## src/rtl/spi_burst_pkg.sv

```systemverilog
package spi_burst_pkg;
  localparam int CHAR_W = 16;
  localparam int LEN_W  = 5;
  localparam int HP_W   = 9;
  localparam int EV_W   = 6;

  localparam int REG_MODE  = 0;
  localparam int REG_CMD   = 1;
  localparam int REG_EVT   = 2;
  localparam int REG_MASK  = 3;
  localparam int REG_TXCNT = 4;
  localparam int REG_RXCNT = 5;
  localparam int REG_ARM   = 6;

  localparam int CMD_GO = 7;

  localparam int MB_LOOP = 14;
  localparam int MB_CPOL = 13;
  localparam int MB_CPHA = 12;
  localparam int MB_DIV  = 11;
  localparam int MB_MSB  = 10;
  localparam int MB_MST  = 9;
  localparam int MB_EN   = 8;

  localparam int EV_RXD = 0;
  localparam int EV_TXD = 1;
  localparam int EV_BSY = 2;
  localparam int EV_TXE = 4;
  localparam int EV_MME = 5;

  // system clocks per serial half period
  function automatic logic [HP_W-1:0] half_period(input logic [3:0] pm, input logic div16);
    logic [HP_W-1:0] base;
    base = {{(HP_W-4){1'b0}}, pm} + 1'b1;
    return div16 ? (base << 4) : base;
  endfunction

  // physical bit index of the k-th bit on the wire
  function automatic logic [LEN_W-1:0] wire_bit(input logic [LEN_W-1:0] k,
                                                 input logic [LEN_W-1:0] len,
                                                 input logic msb_first);
    return msb_first ? (len - 1'b1 - k) : k;
  endfunction
endpackage

```

## src/rtl/spi_burst_clkgen.sv

```systemverilog
module spi_burst_clkgen
  import spi_burst_pkg::*;
(
  input  logic            clk,
  input  logic            rst_n,
  input  logic            run,
  input  logic [HP_W-1:0] half_len,
  output logic            edge_o,
  output logic            phase_o
);
  logic [HP_W-1:0] hcnt_q;

  assign edge_o = run && (hcnt_q == half_len - 1'b1);

  always_ff @(posedge clk) begin
    if (!rst_n || !run) begin
      hcnt_q  <= '0;
      phase_o <= 1'b0;
    end else if (edge_o) begin
      hcnt_q  <= '0;
      phase_o <= ~phase_o;
    end else begin
      hcnt_q  <= hcnt_q + 1'b1;
    end
  end
endmodule

```

## src/rtl/spi_burst_shifter.sv

```systemverilog
module spi_burst_shifter
  import spi_burst_pkg::*;
(
  input  logic              clk,
  input  logic              rst_n,
  input  logic              load,
  input  logic [CHAR_W-1:0] load_word,
  input  logic              edge_i,
  input  logic              cpha,
  input  logic              msb_first,
  input  logic [LEN_W-1:0]  char_len,
  input  logic              din,
  output logic              mosi_o,
  output logic              char_done,
  output logic [CHAR_W-1:0] rx_word_o
);
  logic [LEN_W:0]    eidx_q;
  logic [LEN_W-1:0]  tk_q;
  logic [CHAR_W-1:0] tx_q, rx_q;
  logic              samp, last_edge, shift;

  assign last_edge = (eidx_q == {char_len, 1'b0} - 1'b1);
  assign samp      = (eidx_q[0] == cpha);
  assign shift     = !samp && (eidx_q != '0) && !last_edge;
  assign char_done = edge_i && last_edge;
  assign mosi_o    = tx_q[wire_bit(tk_q, char_len, msb_first)];

  always_comb begin
    rx_word_o = rx_q;
    if (edge_i && samp)
      rx_word_o[wire_bit(eidx_q[LEN_W:1], char_len, msb_first)] = din;
  end

  always_ff @(posedge clk) begin
    if (!rst_n) begin
      eidx_q <= '0;
      tk_q   <= '0;
      tx_q   <= '0;
      rx_q   <= '0;
    end else if (load) begin
      eidx_q <= '0;
      tk_q   <= '0;
      tx_q   <= load_word;
      rx_q   <= '0;
    end else if (edge_i) begin
      eidx_q <= eidx_q + 1'b1;
      rx_q   <= rx_word_o;
      if (shift) tk_q <= tk_q + 1'b1;
    end
  end
endmodule

```

## src/rtl/spi_burst_events.sv

```systemverilog
module spi_burst_events
  import spi_burst_pkg::*;
(
  input  logic            clk,
  input  logic            rst_n,
  input  logic [EV_W-1:0] set_i,
  input  logic [EV_W-1:0] clr_i,
  input  logic [EV_W-1:0] mask_i,
  output logic [EV_W-1:0] ev_o,
  output logic            irq_o
);
  always_ff @(posedge clk) begin
    if (!rst_n) ev_o <= '0;
    else        ev_o <= (ev_o & ~clr_i) | set_i;
  end

  assign irq_o = |(ev_o & mask_i);
endmodule

```

## src/rtl/spi_burst_master.sv

```systemverilog
module spi_burst_master
  import spi_burst_pkg::*;
#(
  parameter  int DEPTH  = 64,
  localparam int IDX_W  = $clog2(DEPTH),
  localparam int CNT_W  = $clog2(DEPTH + 1),
  localparam int ADDR_W = IDX_W + 1
) (
  input  logic              clk,
  input  logic              rst_n,
  input  logic              wr_en,
  input  logic [ADDR_W-1:0] addr,
  input  logic [15:0]       wdata,
  output logic [15:0]       rdata,
  output logic              sclk,
  output logic              mosi,
  input  logic              miso,
  output logic              irq
);
  logic [14:0]       mode_q;
  logic [EV_W-1:0]   mask_q, ev_q, ev_set, ev_clr;
  logic [CNT_W-1:0]  cnt_q, rxcnt_q, cidx_q;
  logic              armed_q, active_q;
  logic [CHAR_W-1:0] tx_mem [DEPTH];
  logic [CHAR_W-1:0] rx_mem [DEPTH];

  // named internal events, observed by the checker
  logic start_req, go_ok, launch, instant, last_char, finish;
  logic edge_pulse, sck_phase, char_done, mosi_int, din, load;
  logic cfg_en, cfg_master, cfg_cpol;
  logic [CHAR_W-1:0] rx_word, load_word;
  logic [IDX_W-1:0]  next_idx;
  logic [LEN_W-1:0]  char_len;

  logic sel_buf;
  assign sel_buf = addr[ADDR_W-1];

  function automatic logic reg_hit(input logic [ADDR_W-1:0] a, input int r);
    return !a[ADDR_W-1] && (a == ADDR_W'(r));
  endfunction

  assign cfg_en     = mode_q[MB_EN];
  assign cfg_master = mode_q[MB_MST];
  assign cfg_cpol   = mode_q[MB_CPOL];
  assign char_len   = {1'b0, mode_q[7:4]} + 1'b1;

  assign start_req = wr_en && reg_hit(addr, REG_CMD) && wdata[CMD_GO];
  assign go_ok     = start_req && cfg_en && !active_q && cfg_master && armed_q;
  assign launch    = go_ok && (cnt_q != '0);
  assign instant   = go_ok && (cnt_q == '0);
  assign last_char = (cidx_q == cnt_q - 1'b1);
  assign finish    = char_done && last_char;
  assign next_idx  = IDX_W'(cidx_q + 1'b1);
  assign load      = launch || (char_done && !last_char);
  assign load_word = launch ? tx_mem[0] : tx_mem[next_idx];

  always_comb begin
    ev_set         = '0;
    ev_set[EV_RXD] = finish || instant;
    ev_set[EV_TXD] = finish || instant;
    ev_set[EV_BSY] = start_req && cfg_en && !active_q && cfg_master && !armed_q;
    ev_set[EV_TXE] = start_req && cfg_en && active_q;
    ev_set[EV_MME] = start_req && cfg_en && !active_q && !cfg_master;
  end

  assign ev_clr = (wr_en && reg_hit(addr, REG_EVT)) ? wdata[EV_W-1:0] : '0;

  spi_burst_clkgen u_clkgen (
    .clk      (clk),
    .rst_n    (rst_n),
    .run      (active_q),
    .half_len (half_period(mode_q[3:0], mode_q[MB_DIV])),
    .edge_o   (edge_pulse),
    .phase_o  (sck_phase)
  );

  assign din = mode_q[MB_LOOP] ? mosi_int : miso;

  spi_burst_shifter u_shifter (
    .clk       (clk),
    .rst_n     (rst_n),
    .load      (load),
    .load_word (load_word),
    .edge_i    (edge_pulse),
    .cpha      (mode_q[MB_CPHA]),
    .msb_first (mode_q[MB_MSB]),
    .char_len  (char_len),
    .din       (din),
    .mosi_o    (mosi_int),
    .char_done (char_done),
    .rx_word_o (rx_word)
  );

  spi_burst_events u_events (
    .clk    (clk),
    .rst_n  (rst_n),
    .set_i  (ev_set),
    .clr_i  (ev_clr),
    .mask_i (mask_q),
    .ev_o   (ev_q),
    .irq_o  (irq)
  );

  assign sclk = active_q ? (sck_phase ^ cfg_cpol) : cfg_cpol;
  assign mosi = active_q && mosi_int;

  always_ff @(posedge clk) begin
    if (!rst_n) begin
      mode_q   <= '0;
      mask_q   <= '0;
      cnt_q    <= '0;
      rxcnt_q  <= '0;
      cidx_q   <= '0;
      armed_q  <= 1'b0;
      active_q <= 1'b0;
    end else begin
      if (wr_en && reg_hit(addr, REG_MODE))  mode_q <= wdata[14:0];
      if (wr_en && reg_hit(addr, REG_MASK))  mask_q <= wdata[EV_W-1:0];
      if (wr_en && reg_hit(addr, REG_TXCNT))
        cnt_q <= (wdata > 16'(DEPTH)) ? CNT_W'(DEPTH) : CNT_W'(wdata);
      if (wr_en && reg_hit(addr, REG_ARM) && wdata[0]) armed_q <= 1'b1;
      if (go_ok) armed_q <= 1'b0;
      if (launch) begin
        active_q <= 1'b1;
        cidx_q   <= '0;
      end else if (finish) begin
        active_q <= 1'b0;
        rxcnt_q  <= cnt_q;
      end else if (char_done) begin
        cidx_q   <= cidx_q + 1'b1;
      end
      if (instant) rxcnt_q <= '0;
    end
  end

  always_ff @(posedge clk) begin
    if (wr_en && sel_buf) tx_mem[addr[IDX_W-1:0]] <= wdata;
    if (char_done)        rx_mem[cidx_q[IDX_W-1:0]] <= rx_word;
  end

  always_comb begin
    rdata = '0;
    if (sel_buf) rdata = rx_mem[addr[IDX_W-1:0]];
    else if (reg_hit(addr, REG_MODE))  rdata = {1'b0, mode_q};
    else if (reg_hit(addr, REG_EVT))   rdata = 16'(ev_q);
    else if (reg_hit(addr, REG_MASK))  rdata = 16'(mask_q);
    else if (reg_hit(addr, REG_TXCNT)) rdata = 16'(cnt_q);
    else if (reg_hit(addr, REG_RXCNT)) rdata = 16'(rxcnt_q);
    else if (reg_hit(addr, REG_ARM))   rdata = 16'(armed_q);
  end
endmodule

```

## config.mk

```make
export PLATFORM = sky130hd
export DESIGN_NAME = spi_burst_master
export DESIGN_NICKNAME = d
export VERILOG_FILES = /design/src/rtl/spi_burst_pkg.sv /design/src/rtl/spi_burst_clkgen.sv /design/src/rtl/spi_burst_shifter.sv /design/src/rtl/spi_burst_events.sv /design/src/rtl/spi_burst_master.sv
export SDC_FILE = /design/constraint.sdc
export NUM_CORES = 2
export LEC_CHECK = 0
export BUFFER_PORTS_ARGS = -buffer_cell sky130_fd_sc_hd__clkbuf_2
export CAP_MARGIN = 20
export CORE_ASPECT_RATIO = 0.75
export CORE_MARGIN = 5
export CORE_UTILIZATION = 60
export DETAILED_ROUTE_END_ITERATION = 16
export GPL_TIMING_DRIVEN = 1
export PLACE_DENSITY = 0.76
export SYNTH_ARGS = -nofsm -noshare
export SYNTH_HDL_FRONTEND = slang
export SYNTH_HIERARCHICAL = 1
export SYNTH_SLANG_ARGS = --single-unit
```

## constraint.sdc

```tcl
create_clock -name clk -period 8.2 [get_ports clk]
set_clock_uncertainty 0.05 [all_clocks]
set_input_delay 0.41 -clock clk [delete_from_list [all_inputs] [get_ports clk]]
set_output_delay 0.41 -clock clk [all_outputs]
set_load 0.02 [all_outputs]
```

==> impl_metrics.tcl <==
set metrics [dict create \
    outcome "finished clean" \
    worst_slack_ns 3.16 \
    grt_usage_pct 28.8 \
    syn_nets 4344 \
    cts_buffers 193 \
    holdCritStartpoint "wdata[4]" \
    drive_above_1_share_pct 25.0 \
    grt_max_degree 106 \
    synthAdderAreaFrac_pct 0.310 \
    drv_slew 0 \
    ant_nets 0 \
    register_area_um2 63500 \
    max_stage_delay_ns 0.95 \
    slowest_stage "nor2_2" \
    synth_top_family_by_area "multiplexers" \
    hold_viol 0 \
    ff2ff_path_depth 13 \
    grt_overflow_total 0 \
    clkTransAtPathRegs_ns 0.07 \
    timing.fmax_mhz 198 \
    antenna_found_initial 13 \
    dp.cells 6190 \
    synth_edf_count 2048 \
    synthXorXnorAreaFrac_pct 0.543 \
    hold_end "tx_mem[45][4]" \
    worstReg2RegEnd "rx_mem[59][2]" \
    dp_slack_ns 2.41 \
    slew_headroom_pct 21.0 \
    io_buffers 45 \
    fill_cells 8750 \
    grt_pass1_vias 43200 \
    die_w_um 446 \
    fin_crit_sh_pct 61.5 \
    routed_via_density 6.84 \
    die_height_um 337 \
    core-area_um2 142000 \
    crit_fanout 16 \
    synthCells 4297 \
    hold_path.class "in -> reg" \
    setup-tns-final_ns 0 \
    crit_required_ns 8.58 \
    firstDrtPassIters 7 \
    end_kind "register" \
    clock_tree.buffer_depth 3 \
    r2r_slack_ns 3.16 \
    yosysSeqAreaShare_pct 74.3 \
    floorplan.rows 120 \
    synthArstFlopShare_pct 0 \
    gp_congestion 0.905 \
    post_cts_resized 0 \
    routedWlPerCell_um 32.7 \
    clockRootBuffer "clkbuf_16" \
    hpwl_um 126000 \
    nets 4553 \
    setup_viol 0 \
    maxCapViolations 0 \
    yosys_register_bits 2150 \
    drtIter0Drc 7115 \
    synth_top_area_share_pct 71.9 \
    final_util_pct 66.9 \
    worst_pin_slew_ns 1.18 \
    rsz0062_at_grt "false" \
    power_density_nw_per_um2 227 \
    vias 44800 \
    worstPathArrival_ns 5.42 \
    period_needed_ns 5.04 \
    ys.warnings.count 6 \
    synth.mux.area_fraction_pct 16.7 \
    hold_depth 2 \
    wl_um 214000 \
    die-area_um2 150000 \
    synthSimpleGateAreaFrac_pct 4.13 \
    ir_worst_vdd_uv 186 \
    synth_area_um2 85500 \
    worstSetupPathType "reg -> reg" \
    power.leakage_nw 30.2 \
    drc_errors 0 \
    cts_max_level 4 \
    synthFlopType "edfxtp_1" \
    multi_input_area_um2 20800 \
    synth.area.top_cells "edfxtp_1, mux4_2, dfxtp_1, mux2i_1, nand2_1" \
    synth_cell_type_count 90 \
    syn_to_final_growth_pct 11.2 \
    initial_utilization_pct 60.1 \
    start_kind "register" \
    cts.sinks 2150 \
    final_cells 6557 \
    clk_latency_ns 0.83 \
    synth_compound_area_share_pct 2.47 \
    synth_top_area_cell "edfxtp_1" \
    cts_tree "yes" \
    reg2reg_from "mode_q[0]" \
    cp_cell_sequence "ha_1 -> xor2_1 -> and2_1 -> or3_4 -> o311a_1 -> nor4_2 -> o211ai_2 -> nor3_1 -> buf_4 -> and3_1 -> nor2b_1 -> nand3_1 -> nor2_2" \
    ios 46 \
    grt_pass1_wl_um 309000 \
    syn_avg_cell_area_um2 19.9 \
]
timing repair:
item,CTS,global route
endpoints found under the hold margin,4,0
buffers inserted,0,0
hold buffers,2,0
stage by stage:
step	hold slack, ns	instance area (µm²)	power (mW)
after floorplan	0.381	85500	12.5
after global placement	0.389	88500	12.7
after detailed placement	0.401	88600	12.7
after CTS	0.0119	95000	21.7
after global routing	0.0344	95100	22.2
final	0.0612	95100	21.6
worst max-delay path: cells and delay by family, from the launching register on:
family	cells	cell delay, ns
adders and majority gates	1	0.25
xor gates and xnor gates	1	0.15
buffers and inverters	1	0.25
DFF	1	0.38
AOI/OAI and AO/OA	2	0.48
and+or+nand+nor	8	3.06
layout make-up:
cell class                 instances  area share (%)
clock buffer                     248            5.52
timing repair buffer             250            2.08
tap                             1891            2.49
clock inverter                   105            1.15
inverter                          32           0.126
multi-input combinational       1879            21.8
sequential                      2150            66.8
antenna                            2         0.00526
synthesized netlist by cell type, drive strengths merged (4+ instances only):
cell / count
nor2b: 54
and2: 17
ha: 18
o22ai: 8
a32oi: 28
o2111ai: 4
or3: 10
nor2: 199
xor2: 26
nand3: 95
o31ai: 8
and3: 7
nor3b: 4
mux2: 39
a21boi: 17
a221oi: 4
nor4: 11
or2: 5
nand3b: 6
o21a: 6
a22oi: 21
nand2b: 11
nor3: 23
nand4: 21
a31oi: 14
a211oi: 9
o21ai: 44
dfxtp: 102
o211ai: 22
buf: 141
mux2i: 174
xnor2: 27
or4: 4
mux4: 537
a21oi: 71
nand2: 276
a222oi: 16
edfxtp: 2048
inv: 31
clkbuf: 95
cell usage in the layout (no fill, tap or decap), types with 32 or more instances in the layout:
| cell type | Yosys | layout |
|---|---|---|
| o21ai_0 | 42 | 42 |
| mux2_2 | 35 | 39 |
| clkbuf_16 | 0 | 200 |
| nand2_1 | 275 | 275 |
| a21oi_1 | 67 | 67 |
| clkbuf_2 | 1 | 42 |
| clkinv_2 | 0 | 36 |
| mux4_2 | 537 | 537 |
| nor2b_1 | 48 | 48 |
| clkinv_1 | 1 | 32 |
| dfxtp_1 | 102 | 101 |
| mux2i_1 | 174 | 174 |
| nand3_1 | 95 | 95 |
| clkbuf_1 | 94 | 41 |
| edfxtp_1 | 2048 | 2048 |
| buf_4 | 23 | 187 |
| nor2_1 | 198 | 181 |
where the power goes:
part | internal, mW | leakage, nW | switching, mW
combinational | 0.169 | 7.29 | 0.376
clock | 5.21 | 3.10 | 3.92
sequential | 11.9 | 19.8 | 0.00579
state kept, by name, summed over array words and instances, names as in the netlist, 9 cells and up:
signal,cells
mode_q,15
rx_mem,1024
tx_mem,1024
u_clkgen/hcnt_q,9
u_shifter/rx_q,16
u_shifter/tx_q,16
routing by layer:
layer | up-vias | wire (µm) | track usage [%]
met2 | 3257 | 94500 | 40.6
met3 | 383 | 30400 | 8.61
li1 | 18000 | - | -
met4 | 10 | 6280 | 8.24
met1 | 23200 | 83200 | 44.5
met5 | - | 64 | 0
worst max path at each step:
stage / start / endpoint / slack (ns)
5_1_grt: mode_q[0] / rx_mem[59][5] / 2.85
6_report: mode_q[0] / rx_mem[59][2] / 3.16
2_1_floorplan: mode_q[0] / rx_mem[0][0] / 3.79
3_5_place_dp: mode_q[0] / u_shifter/rx_q[1] / 2.41
4_1_cts: mode_q[0] / u_shifter/rx_q[2] / 2.39
3_3_place_gp: mode_q[0] / u_shifter/rx_q[15] / 2.57
cell families (layout without fill, tap and decap cells):
logic type / Yosys count / after routing
xor gates and xnor gates: 53 / 53
DFF: 2150 / 2150
and+or+nand+nor: 753 / 753
other: 1 / 3
AOI/OAI and AO/OA: 302 / 302
adders and majority gates: 20 / 20
muxes: 750 / 750
buffers and inverters: 268 / 635
No activity file was read; power rests on OpenSTA's default activity.
